<file path="src/rtl/dsc_pkg.sv">
package dsc_pkg;
  localparam int QB_W = 3;

  typedef enum logic [1:0] {
    CTL_COUNT = 2'd0,
    CTL_NINE  = 2'd1,
    CTL_ZERO  = 2'd2
  } ctl_e;

  // zero overrides nine, both override counting
  function automatic ctl_e ctl_pick(input logic zero_hit, input logic nine_hit);
    if (zero_hit) return CTL_ZERO;
    if (nine_hit) return CTL_NINE;
    return CTL_COUNT;
  endfunction
endpackage

</file>
<file path="src/rtl/dsc_sync.sv">
module dsc_sync #(
  parameter int WIDTH  = 1,
  parameter int STAGES = 2
) (
  input  logic             clk,
  input  logic             rst,
  input  logic [WIDTH-1:0] din,
  output logic [WIDTH-1:0] lvl
);
  logic [WIDTH-1:0] pipe [STAGES];

  always_ff @(posedge clk) begin
    if (rst) begin
      for (int s = 0; s < STAGES; s++) pipe[s] <= '0;
    end else begin
      pipe[0] <= din;
      for (int s = 1; s < STAGES; s++) pipe[s] <= pipe[s-1];
    end
  end

  assign lvl = pipe[STAGES-1];
endmodule

</file>
<file path="src/rtl/dsc_edge.sv">
module dsc_edge #(
  parameter int WIDTH  = 2,
  parameter int STAGES = 2
) (
  input  logic             clk,
  input  logic             rst,
  input  logic [WIDTH-1:0] din,
  output logic [WIDTH-1:0] fall
);
  logic [WIDTH-1:0] cur;
  logic [WIDTH-1:0] prev;

  dsc_sync #(.WIDTH(WIDTH), .STAGES(STAGES)) u_sync (
    .clk (clk),
    .rst (rst),
    .din (din),
    .lvl (cur)
  );

  // prev resets low so a line already high at reset release is not a fall
  always_ff @(posedge clk) begin
    if (rst) prev <= '0;
    else     prev <= cur;
  end

  assign fall = prev & ~cur;

  AST_FALL_SINGLE: assert property (@(posedge clk) disable iff (rst)
    (fall != '0) |=> ((fall & $past(fall)) == '0));
endmodule

</file>
<file path="src/rtl/dsc_div2.sv">
module dsc_div2
  import dsc_pkg::*;
(
  input  logic clk,
  input  logic rst,
  input  ctl_e ctl,
  input  logic tick,
  output logic q
);
  always_ff @(posedge clk) begin
    if (rst) q <= 1'b0;
    else begin
      case (ctl)
        CTL_ZERO: q <= 1'b0;
        CTL_NINE: q <= 1'b1;
        default:  if (tick) q <= ~q;
      endcase
    end
  end

  AST_A_TOGGLE: assert property (@(posedge clk) disable iff (rst)
    (ctl == CTL_COUNT && tick) |=> (q != $past(q)));
  AST_A_HOLD: assert property (@(posedge clk) disable iff (rst)
    (ctl == CTL_COUNT && !tick) |=> $stable(q));
endmodule

</file>
<file path="src/rtl/dsc_divn.sv">
module dsc_divn
  import dsc_pkg::*;
#(
  parameter int MOD = 5
) (
  input  logic            clk,
  input  logic            rst,
  input  ctl_e            ctl,
  input  logic            tick,
  output logic [QB_W-1:0] q
);
  localparam int             W         = QB_W;
  localparam logic [W-1:0]   LAST      = W'(MOD - 1);
  localparam logic [W-1:0]   NINE_CODE = W'(4);

  logic [W-1:0] nxt;

  generate
    if (MOD == (1 << W)) begin : g_pow2
      assign nxt = q + 1'b1;
    end else begin : g_wrap
      assign nxt = (q == LAST) ? '0 : q + 1'b1;
    end
  endgenerate

  always_ff @(posedge clk) begin
    if (rst) q <= '0;
    else begin
      case (ctl)
        CTL_ZERO: q <= '0;
        CTL_NINE: q <= NINE_CODE;
        default:  if (tick) q <= nxt;
      endcase
    end
  end

  AST_B_RANGE: assert property (@(posedge clk) disable iff (rst)
    q <= LAST);
  AST_B_STEP: assert property (@(posedge clk) disable iff (rst)
    (ctl == CTL_COUNT && tick) |=>
      (q == (($past(q) == LAST) ? '0 : W'($past(q) + 1'b1))));
  AST_B_HOLD: assert property (@(posedge clk) disable iff (rst)
    (ctl == CTL_COUNT && !tick) |=> $stable(q));
endmodule

</file>
<file path="src/rtl/dual_section_counter.sv">
module dual_section_counter
  import dsc_pkg::*;
#(
  parameter int MOD_B       = 5,
  parameter int SYNC_STAGES = 2
) (
  input  logic clk,
  input  logic rst,
  input  logic cnt_a,
  input  logic cnt_b,
  input  logic zero_x,
  input  logic zero_y,
  input  logic nine_x,
  input  logic nine_y,
  output logic q_a,
  output logic q_b,
  output logic q_c,
  output logic q_d
);
  localparam bit NINE_ON = (MOD_B == 5);
  localparam int N_CTL   = 4;
  localparam int N_CNT   = 2;

  logic [N_CTL-1:0]  ctl_lvl;
  logic [N_CNT-1:0]  cnt_fall;
  logic              zero_hit, nine_hit;
  ctl_e              ctl;
  logic              a_q;
  logic [QB_W-1:0]   b_q;

  dsc_sync #(.WIDTH(N_CTL), .STAGES(SYNC_STAGES)) u_ctl_sync (
    .clk (clk),
    .rst (rst),
    .din ({nine_y, nine_x, zero_y, zero_x}),
    .lvl (ctl_lvl)
  );

  dsc_edge #(.WIDTH(N_CNT), .STAGES(SYNC_STAGES)) u_cnt_edge (
    .clk  (clk),
    .rst  (rst),
    .din  ({cnt_b, cnt_a}),
    .fall (cnt_fall)
  );

  assign zero_hit = ctl_lvl[0] & ctl_lvl[1];
  assign nine_hit = NINE_ON & ctl_lvl[2] & ctl_lvl[3];
  assign ctl      = ctl_pick(zero_hit, nine_hit);

  dsc_div2 u_sec_a (
    .clk  (clk),
    .rst  (rst),
    .ctl  (ctl),
    .tick (cnt_fall[0]),
    .q    (a_q)
  );

  dsc_divn #(.MOD(MOD_B)) u_sec_b (
    .clk  (clk),
    .rst  (rst),
    .ctl  (ctl),
    .tick (cnt_fall[1]),
    .q    (b_q)
  );

  assign q_a = a_q;
  assign q_b = b_q[0];
  assign q_c = b_q[1];
  assign q_d = b_q[2];

  AST_RESET_ZERO: assert property (@(posedge clk)
    rst |=> ({q_d, q_c, q_b, q_a} == 4'd0));
  AST_CLEAR_ZERO: assert property (@(posedge clk) disable iff (rst)
    (ctl_lvl[0] && ctl_lvl[1]) |=> ({q_d, q_c, q_b, q_a} == 4'd0));
  AST_CLEAR_BEATS_NINE: assert property (@(posedge clk) disable iff (rst)
    (ctl_lvl[0] && ctl_lvl[1] && ctl_lvl[2] && ctl_lvl[3])
      |=> ({q_d, q_c, q_b, q_a} == 4'd0));
  AST_NINE_LOAD: assert property (@(posedge clk) disable iff (rst)
    (NINE_ON && ctl_lvl[2] && ctl_lvl[3] && !(ctl_lvl[0] && ctl_lvl[1]))
      |=> ({q_d, q_c, q_b, q_a} == 4'b1001));
  AST_NINE_IGNORED: assert property (@(posedge clk) disable iff (rst)
    (!NINE_ON && ctl_lvl[2] && ctl_lvl[3] && !(ctl_lvl[0] && ctl_lvl[1])
      && cnt_fall == '0) |=> $stable({q_d, q_c, q_b, q_a}));
endmodule

</file>
<file path="config.mk">
export PLATFORM = sky130hd
export DESIGN_NAME = dual_section_counter
export DESIGN_NICKNAME = d
export VERILOG_FILES = /design/src/rtl/dsc_pkg.sv /design/src/rtl/dsc_sync.sv /design/src/rtl/dsc_edge.sv /design/src/rtl/dsc_div2.sv /design/src/rtl/dsc_divn.sv /design/src/rtl/dual_section_counter.sv
export SDC_FILE = /design/constraint.sdc
export NUM_CORES = 1
export LEC_CHECK = 0
export BUFFER_PORTS_ARGS = -buffer_cell sky130_fd_sc_hd__buf_4
export CAP_MARGIN = 20
export CORE_MARGIN = 4
export CORE_UTILIZATION = 35
export CTS_CLUSTER_DIAMETER = 100
export DETAILED_ROUTE_END_ITERATION = 10
export HOLD_SLACK_MARGIN = 0.02
export PLACE_DENSITY = 0.57
export SLEW_MARGIN = 25
export SYNTH_ARGS = -nofsm -noshare
export SYNTH_HDL_FRONTEND = slang
export SYNTH_SLANG_ARGS = --single-unit
</file>
<file path="constraint.sdc">
create_clock -name clk -period 1.8 [get_ports clk]
set_input_delay 0.09 -clock clk [delete_from_list [all_inputs] [get_ports clk]]
set_output_delay 0.09 -clock clk [all_outputs]
set_load 0.03 [all_outputs]
</file>
Yosys cells after proc, flatten, opt, wreduce, memory -nomap -nowiden --
Memory sizes are Yosys's and may differ from the RTL's. Cells that the tools add are included.
Word-level totals: bits of input ports 8, logic and storage cells 39, output and inout port bits 4, memory bits (writable) 12, memories kept 2, register bits after elaboration 6
Memories:
- u_ctl_sync.pipe | words 2, width 4, rd ports 2, clocked after memory_dff 0, wr ports 2, line dsc_sync.sv:10 | logic [WIDTH-1:0] pipe [STAGES];
- u_cnt_edge.u_sync.pipe | words 2, width 2, rd ports 2, clocked after memory_dff 0, wr ports 2, line dsc_sync.sv:10
Cells by class: equality and inequality tests 3, bitwise operators 9, reductions and logical operators 2, $add $sub $neg 1, muxes and demuxes 19
Operators by type and width (count):
- 2-bit two-way mux | 6
- 4-bit two-way mux | 2
- 1-bit two-way mux | 7
- 3-bit two-way mux | 2
- 3-bit one-hot mux with 2 select lines | 1
- 3-bit nonzero test | 2
- 1-bit OR | 4
- 3-bit by 1-bit adder with 3-bit output (second input constant) | 1
- 3-bit equality test (second input constant) | 1
- 1-bit bitwise AND | 2
- 2-bit bitwise AND | 1
- 2-bit by 1-bit equality test with 1-bit output (second input constant) | 1
- 2-bit equality test (second input constant) | 1
- 2-bit inverter | 1
- 1-bit one-hot mux with 2 select lines | 1
- 1-bit inverter | 1

Depth between registers and ports, before layout --
Gate-level depths: netlist (run 1).
depth after elaboration 7, depth in mapped cells 5, gate-level depth less buffers 5

Cells and area by module --
Synthesis (run 1) repeated with hierarchy kept, for this count alone.
Unflattened totals: cell total of the unflattened synthesis 76, area, all modules 749.5 µm²
By module, submodules not included:
- dsc_sync at u_ctl_sync | sequential area each 160.2 µm², area each 240.2 µm², times used 1, cells an instance 20
- dsc_divn | sequential area each 60.1 µm², area each 217.7 µm², times used 1, cells an instance 27
- dsc_sync at u_cnt_edge.u_sync | sequential area each 80.1 µm², area each 120.1 µm², times used 1, cells an instance 10
- dsc_div2 | sequential area each 20.0 µm², area each 85.1 µm², times used 1, cells an instance 10
- dsc_edge | sequential area each 40.0 µm², area each 67.6 µm², times used 1, cells an instance 6
- dual_section_counter | sequential area each 0.0 µm², area each 18.8 µm², times used 1, cells an instance 3

Least setup slack after synthesis (run 1) --
No wires, ideal clock.
kind reg-to-reg, start point register u_sec_b.q[1], end point register u_sec_b.q[2], slack 514 ps, clock period less this slack 1286 ps, arrival time 1212 ps, stages on the path, launching flop included 4, library setup time 74 ps, required time 1726 ps, path buffers 0, cell sequence dfxtp_1 ha_1 or3b_1 a31oi_1
On the way: word-level cells in the longest chain between the ends 4, elaborated cells on any way between the ends 5, classes of those cells 1 x add/sub; 1 x eq/ne; 3 x mux
Ends and longest elaborated chain:
- start, declared | line dsc_divn.sv:10 | output logic [QB_W-1:0] q
- start signal, assigned | line dsc_divn.sv:32 | default: if (tick) q <= nxt;
- 3-bit by 1-bit adder with 3-bit output or 3-bit equality test (tied branches) | line dsc_divn.sv:22 | assign nxt = (q == LAST) ? '0 : q + 1'b1;
- 3-bit two-way mux (*) | line dsc_divn.sv:22
- 3-bit two-way mux (*) | line dsc_divn.sv:32
- 3-bit one-hot mux with 2 select lines (*) | line dsc_divn.sv:29 | case (ctl)
Mark *: on every way between the ends. The rest lies on a longest branch, timed or not. The select of a mux whose other input is x is not followed. A chain may end at the register's enable or synchronous reset.

Final worst setup path (run 1) --
Same ends and word-level chain as after synthesis.

==> results.toml, run 1 <==
[route]
drt_pass1_iterations = 1
drtAntennaViolNets = 0
vias = 397
wire_per_inst_um = 9.04
drtIter0Drc = 0
drc = 0
finalWirelength_um = 823
vias_per_cell = 4.36

[floorplan]
die_area_um2 = 2430
core_um2 = 1560
rows = 14
num_io_pins = 12
start_util = 0.383
dieHeight_um = 49.3
die_w_um = 49.3

[finish]
finalNonFillerCells = 91
multiInputGateArea_um2 = 225
regArea_um2 = 360
drive_above_1_share = 0.213
fillers = 155
synthToLayoutAreaGrowth_pct = 32.7
antenna_cells = 0
nNetsFinal = 86

[hold_path]
hold_path.class = "primary input to flop"
holdPathEnd = "u_ctl_sync.pipe[0][3]$_SDFF_PP0_"
hold_depth = 2
hold_start = "rst"

[yosys]
synth.avg_cell_area_um2 = 10.9
synth_seq_cells = 18
synth_cell_types = 17
syn_nets = 65
ys_seq_area_frac = 0.604
syn-instance-count = 55
yosys_warnings = 0
syn_area_um2 = 597

[sta]
max_freq_mhz = 883
fin_crit_ns = 1.13
setup_viol = 0
finalCritPeriodShare = 0.629
hold_violations = 0
slew_headroom = 0.879
clock_skew_ns = 0.00346
slew_viol_final = 0
rsz0062_at_grt = "false"
max_slew.worst_pin.slew_ns = 0.180
fin_tns_setup_ns = 0

[worst_setup_path]
cp_cell_sequence = "ha_1, or3b_1, a31oi_1"
worst_r2r_endpoint = "u_sec_b.q[2]$_SDFFE_PP0P_"
criticalPathCategory = "flop to flop"
r2r_start = "u_sec_b.q[1]$_SDFFE_PP0P_"
end_kind = "flop"
crit_fanout = 4
cp_data_required_time_ns = 2.02
cpLargestDelayFamily = "flip-flops"
slowest_stage = "dfxtp_1"
rrSetupSlack_ns = 0.67
cp_num_buf_inv = 0
cp_slowest_stage_delay_ns = 0.38
crit_start = "u_sec_b.q[1]$_SDFFE_PP0P_"
reg2reg_depth = 3
cp_data_arrival_time_ns = 1.35
start_kind = "flop"

[global_routing]
overflow = 0
grt_start_max_net_pins = 16
grtUsageTotal = 0.0845
grt_pass1_vias = 387
grt_first_pass_wirelength_um = 1550
antenna_found_initial = 0

[placement]
dp_hpwl_um = 555
io_buffers = 11
place_congestion = 0.646
dp_cells = 81

[pwr]
power_density_nw_per_um2 = 907
power_leakage_nw = 0.334
ir_drop_uv = 425

[clock_network]
tritoncts = "built"
clkTransAtPathRegs_ns = 0.10
clock_sinks = 18
cts_buffers = 3
cts-root-buf = "clkbuf_4"
clk_latency_ns = 0.28
cts.htree.levels = 1
cts_buffer_depth = 2

[job]
max_cap_viol_count = 0

[outcome]
status = "completed"
[worst register-to-register path, stage by stage (launching register included)]
cell and delay, ns:
dfxtp_1 0.38, ha_1 0.18, or3b_1 0.35, a31oi_1 0.16
[layout by cell type, fill, tap and decap left out, drive strengths merged, types with 2 or more instances in the layout]
master and count:
ha 2, nor2b 15, a21oi 4, nand2b 2
dlygate4sd3 6, dfxtp 18, buf 11, nand2 3
clkbuf 4, inv 2
[how the worst max path moves through the flow]
stage / end / slack [ns] / depth (start not counted)
after floorplan: u_sec_b.q[2]$_SDFFE_PP0P_ / 0.51 / 3
after detailed placement: u_sec_b.q[2]$_SDFFE_PP0P_ / 0.69 / 3
after global routing: u_sec_b.q[2]$_SDFFE_PP0P_ / 0.56 / 3
after CTS: u_sec_b.q[2]$_SDFFE_PP0P_ / 0.65 / 3
after global placement: u_sec_b.q[2]$_SDFFE_PP0P_ / 0.71 / 3
final: u_sec_b.q[2]$_SDFFE_PP0P_ / 0.67 / 3
[cell families (layout without fill, tap and decap cells)]
logic type,after synthesis,in the layout,share of synthesized area
buffers and inverters,3,23,0.0189
AO/OA/AOI/OAI,8,8,0.0776
XOR/XNOR,1,1,0.0147
flip-flops,18,18,0.604
adder cells (fa/ha/maj),2,2,0.0419
AND/OR/NAND/NOR,23,23,0.243
[cells in the mapped netlist]
| cell | instances | area (µm²) |
|---|---|---|
| a31oi_1 | 1 | 6.26 |
| a21o_1 | 1 | 7.51 |
| ha_1 | 2 | 25.0 |
| xnor2_1 | 1 | 8.76 |
| nand2b_1 | 1 | 6.26 |
| inv_1 | 2 | 7.51 |
| a21oi_1 | 4 | 20.0 |
| nand2_1 | 3 | 11.3 |
| or3b_1 | 1 | 8.76 |
| o21ai_0 | 1 | 5.00 |
| nor2_1 | 1 | 3.75 |
| nand2b_4 | 1 | 13.8 |
| nand3b_1 | 1 | 7.51 |
| clkbuf_1 | 1 | 3.75 |
| a211oi_1 | 1 | 7.51 |
| nor2b_1 | 15 | 93.8 |
| dfxtp_1 | 18 | 360 |
[layout make-up]
class                           instances  share of cell area
Clock buffer                            4              0.0458
Multi-Input combinational cell         34               0.284
Sequential cell                        18               0.455
Timing Repair Buffer                   17               0.180
Inverter                                2             0.00948
Tap cell                               16              0.0253
[stage by stage]
stage	hold WS, ns	util	total power [mW]	worst slack (ns)	area [µm²]
final	0.0808	0.508	0.718	0.667	792
after floorplan	0.162	-	0.459	0.514	597
after CTS	0.0724	0.508	0.730	0.652	792
after global routing	0.0768	0.508	0.754	0.562	792
after detailed placement	0.305	0.446	0.480	0.687	696
after global placement	0.300	0.446	0.479	0.713	696
[routing by layer]
metal  vias up  GRT usage  routed length, µm
met1       170     0.0860                381
li1        216          -                  -
met2         9      0.136                382
met3         2     0.0398                 54
met4         0     0.0569                  4
met5         -          0                  0
[power by group]
group | switching (mW) | internal [mW]
Combinational | 0.0239 | 0.0359
Sequential | 0.00588 | 0.415
Clock | 0.115 | 0.123
Total | 0.145 | 0.574
[repair_timing]
action,CTS,global route
gates resized for setup,0,0
hold endpoints to repair,6,0
setup buffers,0,0
hold buffers,6,0
[sequential cells by signal, summed over array words and instances (netlist names)]
signal / cells
u_cnt_edge.prev: 2
u_cnt_edge.u_sync.pipe: 4
u_ctl_sync.pipe: 8
u_sec_a.q: 1
u_sec_b.q: 3
Note: power is estimated with default switching activity, not from simulation.
==> run 2, diff against run 1 <==
Settings changed: PLACE_DENSITY 0.57 to 0.59.
Clock period 1.8 ns to 1 ns, I/O delays scaled along.
==> run 2 against run 1 <==
- sequential power rose by 79%
- combinational power increased by 99%
- critical path depth stayed put
- global-route usage increased by 0.81 points
- the run now ends with setup timing left
- utilization up 4.1 points
- non-clock buffer count grew 3
- highest routed layer unchanged
- count of clock-buffer cells in the layout is the same
- total power up 83%
==> results.toml, run 2 (synthesis gave the netlist of run 1 again) <==
[clock_network]
cts_buffer_depth = 2
clkTransAtPathRegs_ns = 0.10
cts_buffers = 3
tritoncts = "built"
clock_sinks = 18
clk_latency_ns = 0.29
cts.htree.levels = 1
cts-root-buf = "clkbuf_4"

[worst_setup_path]
cp_cell_sequence = "ha_4, or3b_1, a31oi_1"
r2r_start = "u_sec_b.q[0]$_SDFFE_PP0P_"
start_kind = "flop"
crit_fanout = 3
cpLargestDelayFamily = "flip-flops"
end_kind = "flop"
cp_data_arrival_time_ns = 1.30
cp-endpoint = "u_sec_b.q[2]$_SDFFE_PP0P_"
worst_r2r_endpoint = "u_sec_b.q[2]$_SDFFE_PP0P_"
crit_cells = 3
cp_data_required_time_ns = 1.22
cp_num_buf_inv = 0
cp_slowest_stage_delay_ns = 0.38
reg2reg_depth = 3
slowest_stage = "dfxtp_4"
crit_start = "u_sec_b.q[0]$_SDFFE_PP0P_"
criticalPathCategory = "flop to flop"
rrSetupSlack_ns = -0.08

[job]
max_cap_viol_count = 0

[sta]
slew_headroom = 0.871
rsz0062_at_grt = "true"
hold_violations = 0
max_slew.worst_pin.slew_ns = 0.194
max_freq_mhz = 928
fin_crit_ns = 1.08
slew_viol_final = 0
finalCritPeriodShare = 1.08
fin_tns_setup_ns = -0.142
clock_skew_ns = 0.00294
hold_ws_ns = 0.0267
fin_ws_ns = -0.0777
setup_viol = 3

[floorplan]
core_um2 = 1560
die_w_um = 49.3
num_io_pins = 12
rows = 14
dieHeight_um = 49.3
die_area_um2 = 2430
start_util = 0.383

[placement]
pre_cts_slack_ns = -0.107
io_buffers = 11
dp_cells = 83
dp_hpwl_um = 622
place_congestion = 0.729
placed_cell_area_um2 = 731

[finish]
nNetsFinal = 89
largest_reg_flops = 8
final_common_cell = "dfxtp_1"
top_register = "u_ctl_sync.pipe"
synthToLayoutAreaGrowth_pct = 43.4
final_area_um2 = 856
drive_above_1_share = 0.346
fillers = 142
final_util = 0.549
reg_top3 = "u_ctl_sync.pipe (8), u_cnt_edge.u_sync.pipe (4), u_sec_b.q (3)"
finalNonFillerCells = 94
antenna_cells = 0
final_cell_mix = "dfxtp_1 (16), nor2b_1 (15), buf_4 (13)"

[pwr]
power_mw = 1.31
power_leakage_nw = 0.348
power_density_nw_per_um2 = 1530
ir_drop_uv = 842

[global_routing]
grtUsageTotal = 0.0926
grt_start_max_net_pins = 16
antenna_found_initial = 0
grt_pass1_vias = 413
grt_first_pass_wirelength_um = 1660
overflow = 0

[route]
drc = 0
drtAntennaViolNets = 0
finalWirelength_um = 955
vias = 419
vias_per_cell = 4.46
wire_per_inst_um = 10.2
drt_pass1_iterations = 1
drtIter0Drc = 0

[hold_path]
hold_path.class = "primary input to flop"
hold_start = "rst"

[outcome]
status = "finished with violations"
violations = "setup timing"
## run 2: changes by cell type in the layout (fill, tap and decap cells not counted), sizes merged
cell,previous run,this run
buf,11,14
## run 2: final cells by class
type	instances	area, µm²	area share
tap	16	20.0	0.0234
clock buffer	4	36.3	0.0424
timing repair buffer	20	169	0.197
inverter	2	7.51	0.00877
sequential	18	368	0.430
multi-input combinational	34	255	0.298
## run 2: power by group
part / internal, mW / switching (mW) / total [mW]
clock network: 0.222 / 0.217 / 0.439
logic: 0.0712 / 0.0483 / 0.119
registers: 0.743 / 0.0119 / 0.755
total: 1.04 / 0.277 / 1.31
## run 2: repair_timing
| item | in CTS | in global routing |
|---|---|---|
| gates resized for setup | 4 | 2 |
| setup endpoints to repair | 4 | 3 |
| buffers inserted | 0 | 1 |
| endpoints found under the hold margin | 6 | 0 |
| pin swaps | 3 | 4 |
| hold buffers | 6 | 0 |
## run 2: worst min path at each step
stage                                              endpoint  slack [ns]  cells after the start
global placement    u_cnt_edge.u_sync.pipe[0][1]$_SDFF_PP0_        0.26                      2
floorplan                     u_cnt_edge.prev[1]$_SDFF_PP0_        0.12                      1
finish                     u_ctl_sync.pipe[0][0]$_SDFF_PP0_        0.03                      2
detailed placement         u_ctl_sync.pipe[0][2]$_SDFF_PP0_        0.26                      2
CTS                 u_cnt_edge.u_sync.pipe[0][0]$_SDFF_PP0_        0.02                      2
global route               u_ctl_sync.pipe[0][2]$_SDFF_PP0_        0.03                      2
## run 2: worst reg2reg max path, stage by stage (launching register included)
cell	delay (ns)
dfxtp_4	0.38
ha_4	0.13
or3b_1	0.35
a31oi_1	0.16
## run 2: layer usage
metal	vias up	GRT usage	part of all wire
li1	220	-	-
met1	184	0.0948	0.41
met2	13	0.156	0.50
met3	2	0.0367	0.067
met4	0	0.0569	0.021
met5	-	0	0
